==> src/rtl/spi_cmd_pkg.sv <==
// Shared types and constants for the short SPI command engine.
// Assumes an eight-entry byte register space addressed by three bits.
package spi_cmd_pkg;

    // Outbound frame shape selected by control bits 1:0
    typedef enum logic [1:0] {
        FRM_OP           = 2'd0,
        FRM_OP_DATA      = 2'd1,
        FRM_OP_ADDR      = 2'd2,
        FRM_OP_ADDR_DATA = 2'd3
    } frame_e;

    // Sequencer states
    typedef enum logic [1:0] {
        ST_IDLE  = 2'd0,
        ST_SHIFT = 2'd1,
        ST_TRAIL = 2'd2
    } seq_state_e;

    // Transfer settings latched on an accepted start
    typedef struct packed {
        logic       fast;
        logic [1:0] rcnt;
        frame_e     frame;
    } xfer_cfg_t;

    localparam int unsigned MAX_RX = 3;

    // Register offsets; the address order is behaviour (hi goes out first)
    localparam logic [2:0] OFS_CTRL = 3'd0;
    localparam logic [2:0] OFS_OPC  = 3'd1;
    localparam logic [2:0] OFS_ALO  = 3'd2;
    localparam logic [2:0] OFS_AMID = 3'd3;
    localparam logic [2:0] OFS_AHI  = 3'd4;
    localparam logic [2:0] OFS_RX0  = 3'd5;
    localparam logic [2:0] OFS_RX1  = 3'd6;
    localparam logic [2:0] OFS_RX2D = 3'd7;

    localparam logic [3:0] GO_SLOW = 4'h4;
    localparam logic [3:0] GO_FAST = 4'h5;

    // Number of outbound bytes for a frame shape
    function automatic logic [2:0] tx_len(frame_e f);
        case (f)
            FRM_OP:      tx_len = 3'd1;
            FRM_OP_DATA: tx_len = 3'd2;
            FRM_OP_ADDR: tx_len = 3'd4;
            default:     tx_len = 3'd5;
        endcase
    endfunction

endpackage

==> src/rtl/spi_half_timer.sv <==
// Half-period tick generator for SCLK.
// Emits one tick every SLOW_HALF or FAST_HALF cycles while run is high.
// Assumes load is pulsed in the cycle a transfer is accepted.
module spi_half_timer #(
    parameter int unsigned SLOW_HALF = 4,
    parameter int unsigned FAST_HALF = 2
) (
    input  logic clk,
    input  logic rst_n,
    input  logic load,
    input  logic fast_sel,
    input  logic run,
    output logic tick
);
    localparam int unsigned MAX_HALF = (SLOW_HALF > FAST_HALF) ? SLOW_HALF : FAST_HALF;
    localparam int unsigned CW       = $clog2(MAX_HALF + 1);

    logic [CW-1:0] cnt;
    logic [CW-1:0] reload;

    // Pick the half-period length for the selected rate
    assign reload = fast_sel ? CW'(FAST_HALF - 1) : CW'(SLOW_HALF - 1);
    assign tick   = run && (cnt == '0);

    // Count down one half-period, reloading on every tick
    always_ff @(posedge clk) begin
        if (!rst_n)       cnt <= '0;
        else if (load)    cnt <= reload;
        else if (run)     cnt <= tick ? reload : cnt - 1'b1;
    end


    cnt_range_chk: assert property (@(posedge clk) disable iff (!rst_n)
        cnt <= CW'(MAX_HALF - 1));

endmodule

==> src/rtl/spi_frame_seq.sv <==
// Bit sequencer: drives CS, SCLK (mode 0, MSB first) and MOSI, and collects
// response bytes into a staging array.
// Assumes the source registers stay frozen while busy is high.
module spi_frame_seq
    import spi_cmd_pkg::*;
(
    input  logic                    clk,
    input  logic                    rst_n,
    input  logic                    start,
    input  xfer_cfg_t               cfg,
    input  logic [7:0]              opcode,
    input  logic [7:0]              addr_hi,
    input  logic [7:0]              addr_mid,
    input  logic [7:0]              addr_lo,
    input  logic [7:0]              data_byte,
    input  logic                    tick,
    input  logic                    miso,
    output logic                    cs_n,
    output logic                    sclk,
    output logic                    mosi,
    output logic                    busy,
    output logic                    done,
    output logic [MAX_RX-1:0][7:0]  rx_stage
);
    seq_state_e state;
    logic [2:0] byte_idx;
    logic [2:0] bit_idx;
    logic [7:0] tx_sh;
    logic [7:0] rx_sh;
    logic [2:0] tx_n;
    logic [2:0] last_idx;
    logic [2:0] nidx;
    logic [7:0] next_byte;

    assign tx_n     = tx_len(cfg.frame);
    assign last_idx = tx_n + {1'b0, cfg.rcnt} - 3'd1;
    assign nidx     = byte_idx + 3'd1;
    assign mosi     = tx_sh[7];
    assign busy     = (state != ST_IDLE);
    assign done     = (state == ST_TRAIL) && tick;

    // Choose the byte that follows the current one on MOSI
    always_comb begin
        if (nidx >= tx_n)                  next_byte = 8'h00;
        else if (cfg.frame == FRM_OP_DATA) next_byte = data_byte;
        else begin
            case (nidx)
                3'd1:    next_byte = addr_hi;
                3'd2:    next_byte = addr_mid;
                3'd3:    next_byte = addr_lo;
                default: next_byte = data_byte;
            endcase
        end
    end

    // Frame state machine: shift on falling edges, sample on rising edges
    always_ff @(posedge clk) begin
        if (!rst_n) begin
            state    <= ST_IDLE;
            cs_n     <= 1'b1;
            sclk     <= 1'b0;
            byte_idx <= '0;
            bit_idx  <= '0;
            tx_sh    <= '0;
            rx_sh    <= '0;
            rx_stage <= '0;
        end else begin
            case (state)
                ST_IDLE: if (start) begin
                    state    <= ST_SHIFT;
                    cs_n     <= 1'b0;
                    byte_idx <= '0;
                    bit_idx  <= '0;
                    tx_sh    <= opcode;
                end
                ST_SHIFT: if (tick) begin
                    if (!sclk) begin
                        sclk  <= 1'b1;
                        rx_sh <= {rx_sh[6:0], miso};
                    end else begin
                        sclk <= 1'b0;
                        if (bit_idx == 3'd7) begin
                            for (int k = 0; k < MAX_RX; k++) begin
                                if (byte_idx == tx_n + 3'(k)) rx_stage[k] <= rx_sh;
                            end
                            if (byte_idx == last_idx) begin
                                state <= ST_TRAIL;
                            end else begin
                                byte_idx <= nidx;
                                bit_idx  <= '0;
                                tx_sh    <= next_byte;
                            end
                        end else begin
                            bit_idx <= bit_idx + 3'd1;
                            tx_sh   <= {tx_sh[6:0], 1'b0};
                        end
                    end
                end
                ST_TRAIL: if (tick) begin
                    cs_n  <= 1'b1;
                    state <= ST_IDLE;
                end
                default: state <= ST_IDLE;
            endcase
        end
    end


    sclk_idle_low_chk: assert property (@(posedge clk) disable iff (!rst_n)
        cs_n |-> !sclk);


    mosi_hold_chk: assert property (@(posedge clk) disable iff (!rst_n)
        (sclk && $past(sclk)) |-> $stable(mosi));


    frame_len_chk: assert property (@(posedge clk) disable iff (!rst_n)
        done |-> (byte_idx == last_idx && bit_idx == 3'd7));

endmodule

==> src/rtl/spi_cmd_regs.sv <==
// Byte register file: command bytes, control decode, response slots.
// Assumes one bus write per cycle; writes are dropped while busy is high.
module spi_cmd_regs
    import spi_cmd_pkg::*;
(
    input  logic                    clk,
    input  logic                    rst_n,
    input  logic                    wr_en,
    input  logic [2:0]              wr_addr,
    input  logic [7:0]              wr_data,
    input  logic [2:0]              rd_addr,
    input  logic                    busy,
    input  logic                    done,
    input  logic [MAX_RX-1:0][7:0]  rx_stage,
    output logic [7:0]              rd_data,
    output logic [7:0]              opcode,
    output logic [7:0]              addr_hi,
    output logic [7:0]              addr_mid,
    output logic [7:0]              addr_lo,
    output logic [7:0]              data_byte,
    output xfer_cfg_t               cfg,
    output logic                    start,
    output logic                    start_fast
);
    logic [MAX_RX-1:0][7:0] rx_q;
    logic [MAX_RX-1:0]      slot_we;
    logic                   go_code;

    assign go_code    = (wr_data[7:4] == GO_SLOW) || (wr_data[7:4] == GO_FAST);
    assign start      = wr_en && !busy && (wr_addr == OFS_CTRL) && go_code;
    assign start_fast = (wr_data[7:4] == GO_FAST);

    // One commit enable per response slot, below the latched count
    for (genvar g = 0; g < MAX_RX; g++) begin : g_slot
        assign slot_we[g] = done && (2'(g) < cfg.rcnt);
    end

    // Latch transfer settings on an accepted start
    always_ff @(posedge clk) begin
        if (!rst_n)     cfg <= '0;
        else if (start) cfg <= '{fast: start_fast, rcnt: wr_data[3:2], frame: frame_e'(wr_data[1:0])};
    end

    // Command bytes, writable only while idle
    always_ff @(posedge clk) begin
        if (!rst_n) begin
            opcode    <= '0;
            addr_hi   <= '0;
            addr_mid  <= '0;
            addr_lo   <= '0;
            data_byte <= '0;
        end else if (wr_en && !busy) begin
            case (wr_addr)
                OFS_OPC:  opcode    <= wr_data;
                OFS_AHI:  addr_hi   <= wr_data;
                OFS_AMID: addr_mid  <= wr_data;
                OFS_ALO:  addr_lo   <= wr_data;
                OFS_RX2D: data_byte <= wr_data;
                default:  ;
            endcase
        end
    end

    // Response slots take staged bytes when the transfer closes
    always_ff @(posedge clk) begin
        if (!rst_n) rx_q <= '0;
        else begin
            for (int k = 0; k < MAX_RX; k++) begin
                if (slot_we[k]) rx_q[k] <= rx_stage[k];
            end
        end
    end

    // Read mux over the eight offsets
    always_comb begin
        case (rd_addr)
            OFS_CTRL: rd_data = {busy, 3'b000, cfg.rcnt, cfg.frame};
            OFS_OPC:  rd_data = opcode;
            OFS_ALO:  rd_data = addr_lo;
            OFS_AMID: rd_data = addr_mid;
            OFS_AHI:  rd_data = addr_hi;
            OFS_RX0:  rd_data = rx_q[0];
            OFS_RX1:  rd_data = rx_q[1];
            default:  rd_data = rx_q[2];
        endcase
    end


    cmd_frozen_chk: assert property (@(posedge clk) disable iff (!rst_n)
        $past(busy) |-> $stable({opcode, addr_hi, addr_mid, addr_lo, data_byte, cfg}));


    rx_hold_chk: assert property (@(posedge clk) disable iff (!rst_n)
        !done |=> $stable(rx_q));

endmodule

==> src/rtl/spi_cmd_engine.sv <==
// Top of the short SPI command engine: register file, half-period timer
// and bit sequencer. Assumes a synchronous bus with combinational reads.
module spi_cmd_engine
    import spi_cmd_pkg::*;
#(
    parameter int unsigned SLOW_HALF = 4,
    parameter int unsigned FAST_HALF = 2
) (
    input  logic       clk,
    input  logic       rst_n,
    input  logic [2:0] bus_addr,
    input  logic [7:0] bus_wdata,
    input  logic       bus_we,
    output logic [7:0] bus_rdata,
    output logic       spi_cs_n,
    output logic       spi_sclk,
    output logic       spi_mosi,
    input  logic       spi_miso
);
    xfer_cfg_t              cfg;
    logic                   start, start_fast, busy, done, tick, fast_sel;
    logic [7:0]             opcode, addr_hi, addr_mid, addr_lo, data_byte;
    logic [MAX_RX-1:0][7:0] rx_stage;

    // The rate comes from the write itself on the start cycle
    assign fast_sel = start ? start_fast : cfg.fast;

    spi_cmd_regs u_regs (
        .clk(clk), .rst_n(rst_n), .wr_en(bus_we), .wr_addr(bus_addr),
        .wr_data(bus_wdata), .rd_addr(bus_addr), .busy(busy), .done(done),
        .rx_stage(rx_stage), .rd_data(bus_rdata), .opcode(opcode),
        .addr_hi(addr_hi), .addr_mid(addr_mid), .addr_lo(addr_lo),
        .data_byte(data_byte), .cfg(cfg), .start(start), .start_fast(start_fast)
    );

    spi_half_timer #(.SLOW_HALF(SLOW_HALF), .FAST_HALF(FAST_HALF)) u_timer (
        .clk(clk), .rst_n(rst_n), .load(start), .fast_sel(fast_sel),
        .run(busy), .tick(tick)
    );

    spi_frame_seq u_seq (
        .clk(clk), .rst_n(rst_n), .start(start), .cfg(cfg), .opcode(opcode),
        .addr_hi(addr_hi), .addr_mid(addr_mid), .addr_lo(addr_lo),
        .data_byte(data_byte), .tick(tick), .miso(spi_miso), .cs_n(spi_cs_n),
        .sclk(spi_sclk), .mosi(spi_mosi), .busy(busy), .done(done),
        .rx_stage(rx_stage)
    );


    busy_cs_chk: assert property (@(posedge clk) disable iff (!rst_n)
        busy == !spi_cs_n);

endmodule

==> config.mk <==
export PLATFORM = sky130hd
export DESIGN_NAME = spi_cmd_engine
export DESIGN_NICKNAME = d
export VERILOG_FILES = /design/src/rtl/spi_cmd_pkg.sv /design/src/rtl/spi_half_timer.sv /design/src/rtl/spi_frame_seq.sv /design/src/rtl/spi_cmd_regs.sv /design/src/rtl/spi_cmd_engine.sv
export SDC_FILE = /design/constraint.sdc
export NUM_CORES = 1
export LEC_CHECK = 0
export ABC_AREA = 1
export BUFFER_PORTS_ARGS = -buffer_cell sky130_fd_sc_hd__buf_2
export CAP_MARGIN = 20
export CORE_MARGIN = 2
export CORE_UTILIZATION = 61
export DETAILED_ROUTE_END_ITERATION = 7
export PLACE_DENSITY = 0.79
export SETUP_SLACK_MARGIN = 0.2
export SLEW_MARGIN = 0
export SYNTH_ARGS = -nofsm -noshare
export SYNTH_HDL_FRONTEND = slang
export SYNTH_SLANG_ARGS = --single-unit
==> constraint.sdc <==
create_clock -name clk -period 3.3 [get_ports clk]
set_input_delay 0.66 -clock clk [delete_from_list [all_inputs] [get_ports clk]]
set_output_delay 0.66 -clock clk [all_outputs]
set_load 0.005 [all_outputs]
Yosys cells after proc, flatten, opt, wreduce, memory -nomap -nowiden
Cells that the tools add are included.
Storage, ports and cells
  register bits after elaboration: 122
  bits in latches: 0
  RAM bits: 0
  bits in read-only memories: 0
  memories kept: 0
  output and inout bits: 11
Operators by class
  multiply operators: 0
  eq/ne operators: 29
  divide/modulo/power cells: 0
  shifts and indexed selects: 0
  magnitude comparators: 4
  bitwise gates (word level): 1
  multiplexer cells: 38
  add/sub/neg operators: 7
  reductions and logical operators: 32
Operators with widths (count)
  8-bit 2-to-1 mux: 7
  8-bit one-hot mux with 7 select lines: 1
  3-bit 2-to-1 mux: 12
  8-bit one-hot mux with 3 select lines: 1
  5-bit AND reduction: 4
  8-bit one-hot mux with 2 select lines: 1
  3-bit equality test (second input constant): 5
  2-bit 2-to-1 mux: 7
  3-bit by 2-bit equality test with 1-bit output (second input constant): 4
  3-bit equality test: 4
  3-bit one-hot mux with 2 select lines: 2
  2-bit AND reduction: 6
  6-bit AND reduction: 2
  2-bit by 1-bit != test with 1-bit output (second input constant): 5
  3-bit by 1-bit adder with 3-bit output (second input constant): 3
  3-bit one-hot mux with 3 select lines: 1
  4-bit by 3-bit equality test with 1-bit output (second input constant): 2
  1-bit logical AND: 8
  2-bit nonzero test: 4
  3-bit by 1-bit equality test with 1-bit output (second input constant): 2
  3-bit logical NOT: 2
  2-bit one-hot mux with 3 select lines: 1
  3-bit AND reduction: 2
  3-bit by 1-bit subtractor with 3-bit output (second input constant): 2
  15 further kinds: 23

Depth between registers and ports, before layout
  depth in word-level cells: 10
  depth in mapped cells: 14
  mapped depth without buffers: 14

Modules after synthesis
From an unflattened synthesis, not the netlist that was laid out.
Second synthesis, totals
  cells, all modules: 917
  area total of the unflattened synthesis: 6348.6 um^2
By module, submodules not included
  spi_cmd_regs: cells each 470, area an instance 3180.6 um^2, times used 1
  spi_frame_seq: cells each 413, area an instance 2956.6 um^2, times used 1
  spi_half_timer: cells each 30, area an instance 196.4 um^2, times used 1
  spi_cmd_engine: cells each 4, area an instance 15.0 um^2, times used 1

Worst setup path before layout
Ideal clock, no wire load.
  path type: reg2reg
  start point: register u_regs.cfg[1] (netlist name)
  end point: register u_seq.tx_sh[5]
  period minus slack after synthesis: 2.293 ns
  path buffers: 1
  data required time: 3.188 ns
  library setup time: 0.112 ns
  cell stages (with the launch flop): 15
  arrival: 2.181 ns
  path slack: 1.007 ns
  cell sequence: dfxtp_1 inv_1 ha_1 inv_1 ha_1 inv_1 ha_1 xor2_1 nor2_1 nand4_4 nand2_4 buf_6 nand2_1 nand2_1 nor2_1
On the way
  cells in the longest elaborated chain, start to end: 9
  elaborated cells on any way between the ends: 17
  classes of those cells: add/sub (2); order compare (1); eq/ne (4); mux (8); reduce/logical (2)
Ends and longest elaborated chain
  parallel branches: the longest is 9 deep, another holds 3-bit by 2-bit adder with 3-bit output
  to (signal assigned): line spi_frame_seq.sv:74  | tx_sh <= opcode;
  to (signal assigned): line spi_frame_seq.sv:91  | tx_sh <= next_byte;
  to (signal assigned): line spi_frame_seq.sv:95  | tx_sh <= {tx_sh[6:0], 1'b0};
  to (decl): line spi_frame_seq.sv:28  | logic [7:0] tx_sh;
Parallel ways; which one is timed is not known. The select of a mux whose other input is x is not followed.
A chain may end at the register's enable or synchronous reset.

Final worst setup path
  start point: input port bus_addr[1]
  end point: output port bus_rdata[6]
On the way
  cells in the longest elaborated chain, start to end: 2
  elaborated cells on any way between the ends: 8
  classes of those cells: eq/ne (6); mux (1); reduce/logical (1)
Ends and longest elaborated chain
  from (decl): line spi_cmd_engine.sv:11  | input logic [2:0] bus_addr,
  3-bit equality test, or another cell as far along: line spi_cmd_regs.sv:76  | case (rd_addr)
  8-bit one-hot mux with 7 select lines *: line spi_cmd_regs.sv:76
  to (decl): line spi_cmd_engine.sv:14  | output logic [7:0] bus_rdata,
Mark *: on every way between the ends. The rest lies on a longest branch, timed or not.

==> impl_metrics.yaml <==
clocking:
  cts-root-buf: "clkbuf_8"
  insertion_delay_ns: 0.53
  number_of_buffers_created_by_cts: 17
  htreeDepth: 4
  cts_num_sinks: 122
  cts_post_setup_buffers_inserted: 0
  tritoncts: "yes"
  ctsResizeCount: 0
  cts_hold_buf: 0
  worst_setup_hold_path_clk_slew_ns: 0.06
  cts_buffer_depth: 2
synthesis:
  netlist.area_leader.share: 0.4163
  synth-edff-count: 0
  yosys.cell_types.count: 35
  synth_largest_area_cell: "dfxtp_1"
  mapped_area_mm2: 0.005867
  synth_area_leaders: "dfxtp_1 42%, nor2_1 12%, o21ai_0 9.6%, nand2_1 6.4%, inv_1 5.8%"
  synth.yosys.seq_area_share: 0.4163
  synth_top_flop_cell: "dfxtp_1"
  asyncSetResetFlopFracSynth: 0
  synthesis.instances: 831
  ys_ff_latch: 122
  synth.yosys.warnings: 0
  syn_nets: 865
  syn_avg_cell_area_um2: 7.060
setup_path:
  arrival_ns: 1.94
  timing.critical_path.from_type: "input port"
  critical_path.slowest_cell: "o2111ai_1"
  path_buf_inv: 4
  worstPathMaxFanout: 7
  critical_path_cell_sequence: "buf_2, inv_1, nand3_1, inv_1, nand2_1, o21ai_0, a211oi_1, o2111ai_1, buf_2"
  critical_path_required_ns: 2.64
  worstSetupPathType: "input port to primary output"
  timing.reg2reg.setup_slack_ns: 0.72
  end_kind: "primary output"
  worst_path_dominant_cell_family: "compound AO/OA/AOI/OAI gates"
  critical-path-max-stage-delay_ns: 0.24
placement:
  finalWeightedCongestion: 0.9763
  hpwl_detailed_um: 11100
  post-place-cells: 964
  placedInstanceArea_mm2: 0.006086
  port_buffers: 25
run_status:
  outcome: "finished, final reports clean"
sta:
  final_min_period_over_clock_period: 0.7891
  fin_setup_tns_ns: 0
  final_period_minus_worst_setup_slack_ns: 2.604
  max_freq_ghz: 0.3840
  grt_setup_unrepaired: "false"
  slew-limit-headroom: 0.5596
  setup-violations-final: 0
  report.final.hold_viol_count: 0
  worstMarginPinSlew_ns: 0.6599
  fin_skew_ns: 0.005651
  pins_over_slew_limit: 0
grt:
  global_route.usage.met1: 0.3846
  grt_antenna_before_repair: 0
  largest_net_degree_at_the_start_of_global_routing: 76
  met2_track_demand_over_resource_in_global_routing: 0.5354
  grt_first_pass_wirelength_um: 24780
  grt_overflow: 0
  grtUsageTotal: 0.3130
  grt_most_used_layer: "met2"
  grtUsageMet3: 0.06293
  first_global_vias: 5079
die:
  die_area_mm2: 0.01042
  start_util: 0.6319
  rows: 35
  io-pin-count: 26
  die_x_um: 102.1
  core_mm2: 0.009284
  die-height_um: 102.1
route:
  detail_route.wl_per_cell_um: 15.53
  route.vias.total: 5468
  wirelength_um: 15470
  ant_nets: 0
  route.detailed.drc: 0
  detail_route.iter0.violations: 359
  length_of_the_first_detailed_routing_pass_in_iterations: 5
  viasPerCell: 5.490
power:
  peakVddDrop_v: 0.0004977
  leakage_nw: 2.892
  p_per_area_mw_per_mm2: 670.9
  power_mw: 4.458
final_layout:
  layout.cells.non_filler: 996
  layout_commonest_cell: "nor2_1"
  stdcell_area_mm2: 0.006645
  post_route_cells_drive_above_1_share: 0.1027
  most-common-layout-cells: "189 x nor2_1, 122 x dfxtp_1, 113 x o21ai_0"
  num_antenna_cells: 0
  nNetsFinal: 888
  areaGrowthSynthToFinish_pct: 13.27
job:
  maxCapViolCount: 0
hold_path:
  hold_path_class: "input port to register"
-- layout make-up --
class                      count  area (um^2)
inverter                     103        386.6
sequential                   122         2442
fill                         793         2639
tap                          129        161.4
clock inverter                13        117.6
timing repair buffer          29        167.7
multi-input combinational    581         2928
clock buffer                  19        441.7
-- cells in the mapped netlist (2+ instances only) --
library cell,count
inv_1,91
dfxtp_1,122
inv_2,11
a221oi_1,6
o21a_1,2
nor2_4,4
o22ai_1,6
o31ai_1,2
nand2_2,2
a211oi_1,5
nand2_1,100
a21oi_1,59
xor2_1,4
a22oi_1,7
o2111ai_1,2
buf_2,7
nand3_1,42
nor3_1,2
nand2_4,3
xnor2_1,2
o21ai_0,113
nor2_1,189
clkbuf_1,17
nand3b_1,2
nor3_4,3
ha_1,19
-- cell families after synthesis --
family	after synthesis	synth area share
simple gates	352	0.2610
compound gates	204	0.1885
buf+inv	128	0.08467
flops	122	0.4163
fa+ha+maj	19	0.04052
xor+xnor	6	0.008957
-- sequential cells by signal, summed over array words and instances, names as in the netlist --
signal / cells
u_seq.bit_idx: 3
u_timer.cnt: 3
u_seq.tx_sh: 8
u_seq.sclk: 1
u_regs.rx_q: 24
u_regs.cfg: 5
u_seq.cs_n: 1
u_regs.data_byte: 8
u_seq.state: 2
u_seq.rx_stage: 24
u_regs.addr_hi: 8
u_regs.addr_lo: 8
u_regs.addr_mid: 8
u_seq.rx_sh: 8
u_seq.byte_idx: 3
u_regs.opcode: 8
-- power by group --
| group | internal [mW] | switching, mW | total, mW | leakage [nW] |
|---|---|---|---|---|
| clock network | 1.04 | 0.696 | 1.74 | 0.275 |
| registers | 1.60 | 0.112 | 1.71 | 0.988 |
| logic | 0.329 | 0.678 | 1.01 | 1.63 |
-- metrics by stage --
step,worst slack (ns),hold WS (ns),utilization
floorplan,1.007,0.4240,-
global placement,0.7810,0.4373,0.6555
detailed placement,0.7496,0.4479,0.6555
CTS,0.7294,0.3556,0.7158
global route,0.5050,0.4165,0.7158
finish,0.6961,0.3587,0.7158
-- layer usage --
layer | vias to the layer above | part of all wire
li1 | 2761 | -
met1 | 2491 | 0.42
met2 | 178 | 0.49
met3 | 38 | 0.060
met4 | 0 | 0.030
met5 | - | 0
-- path summary, 6_finish.rpt --
check,from,cells after the start,end
min,spi_miso,3,u_seq.rx_sh[0]
min reg2reg,u_seq.rx_stage[1],2,u_regs.rx_q[1]
max,bus_addr[1],9,bus_rdata[6]
max reg2reg,u_regs.cfg[1],13,u_seq.bit_idx[1]
-- worst min-delay path, cell delays in order --
cell,delay [ns]
buf_2,0.08
nor2_1,0.03
nor2_1,0.08
(Power assumes the default switching activity.)
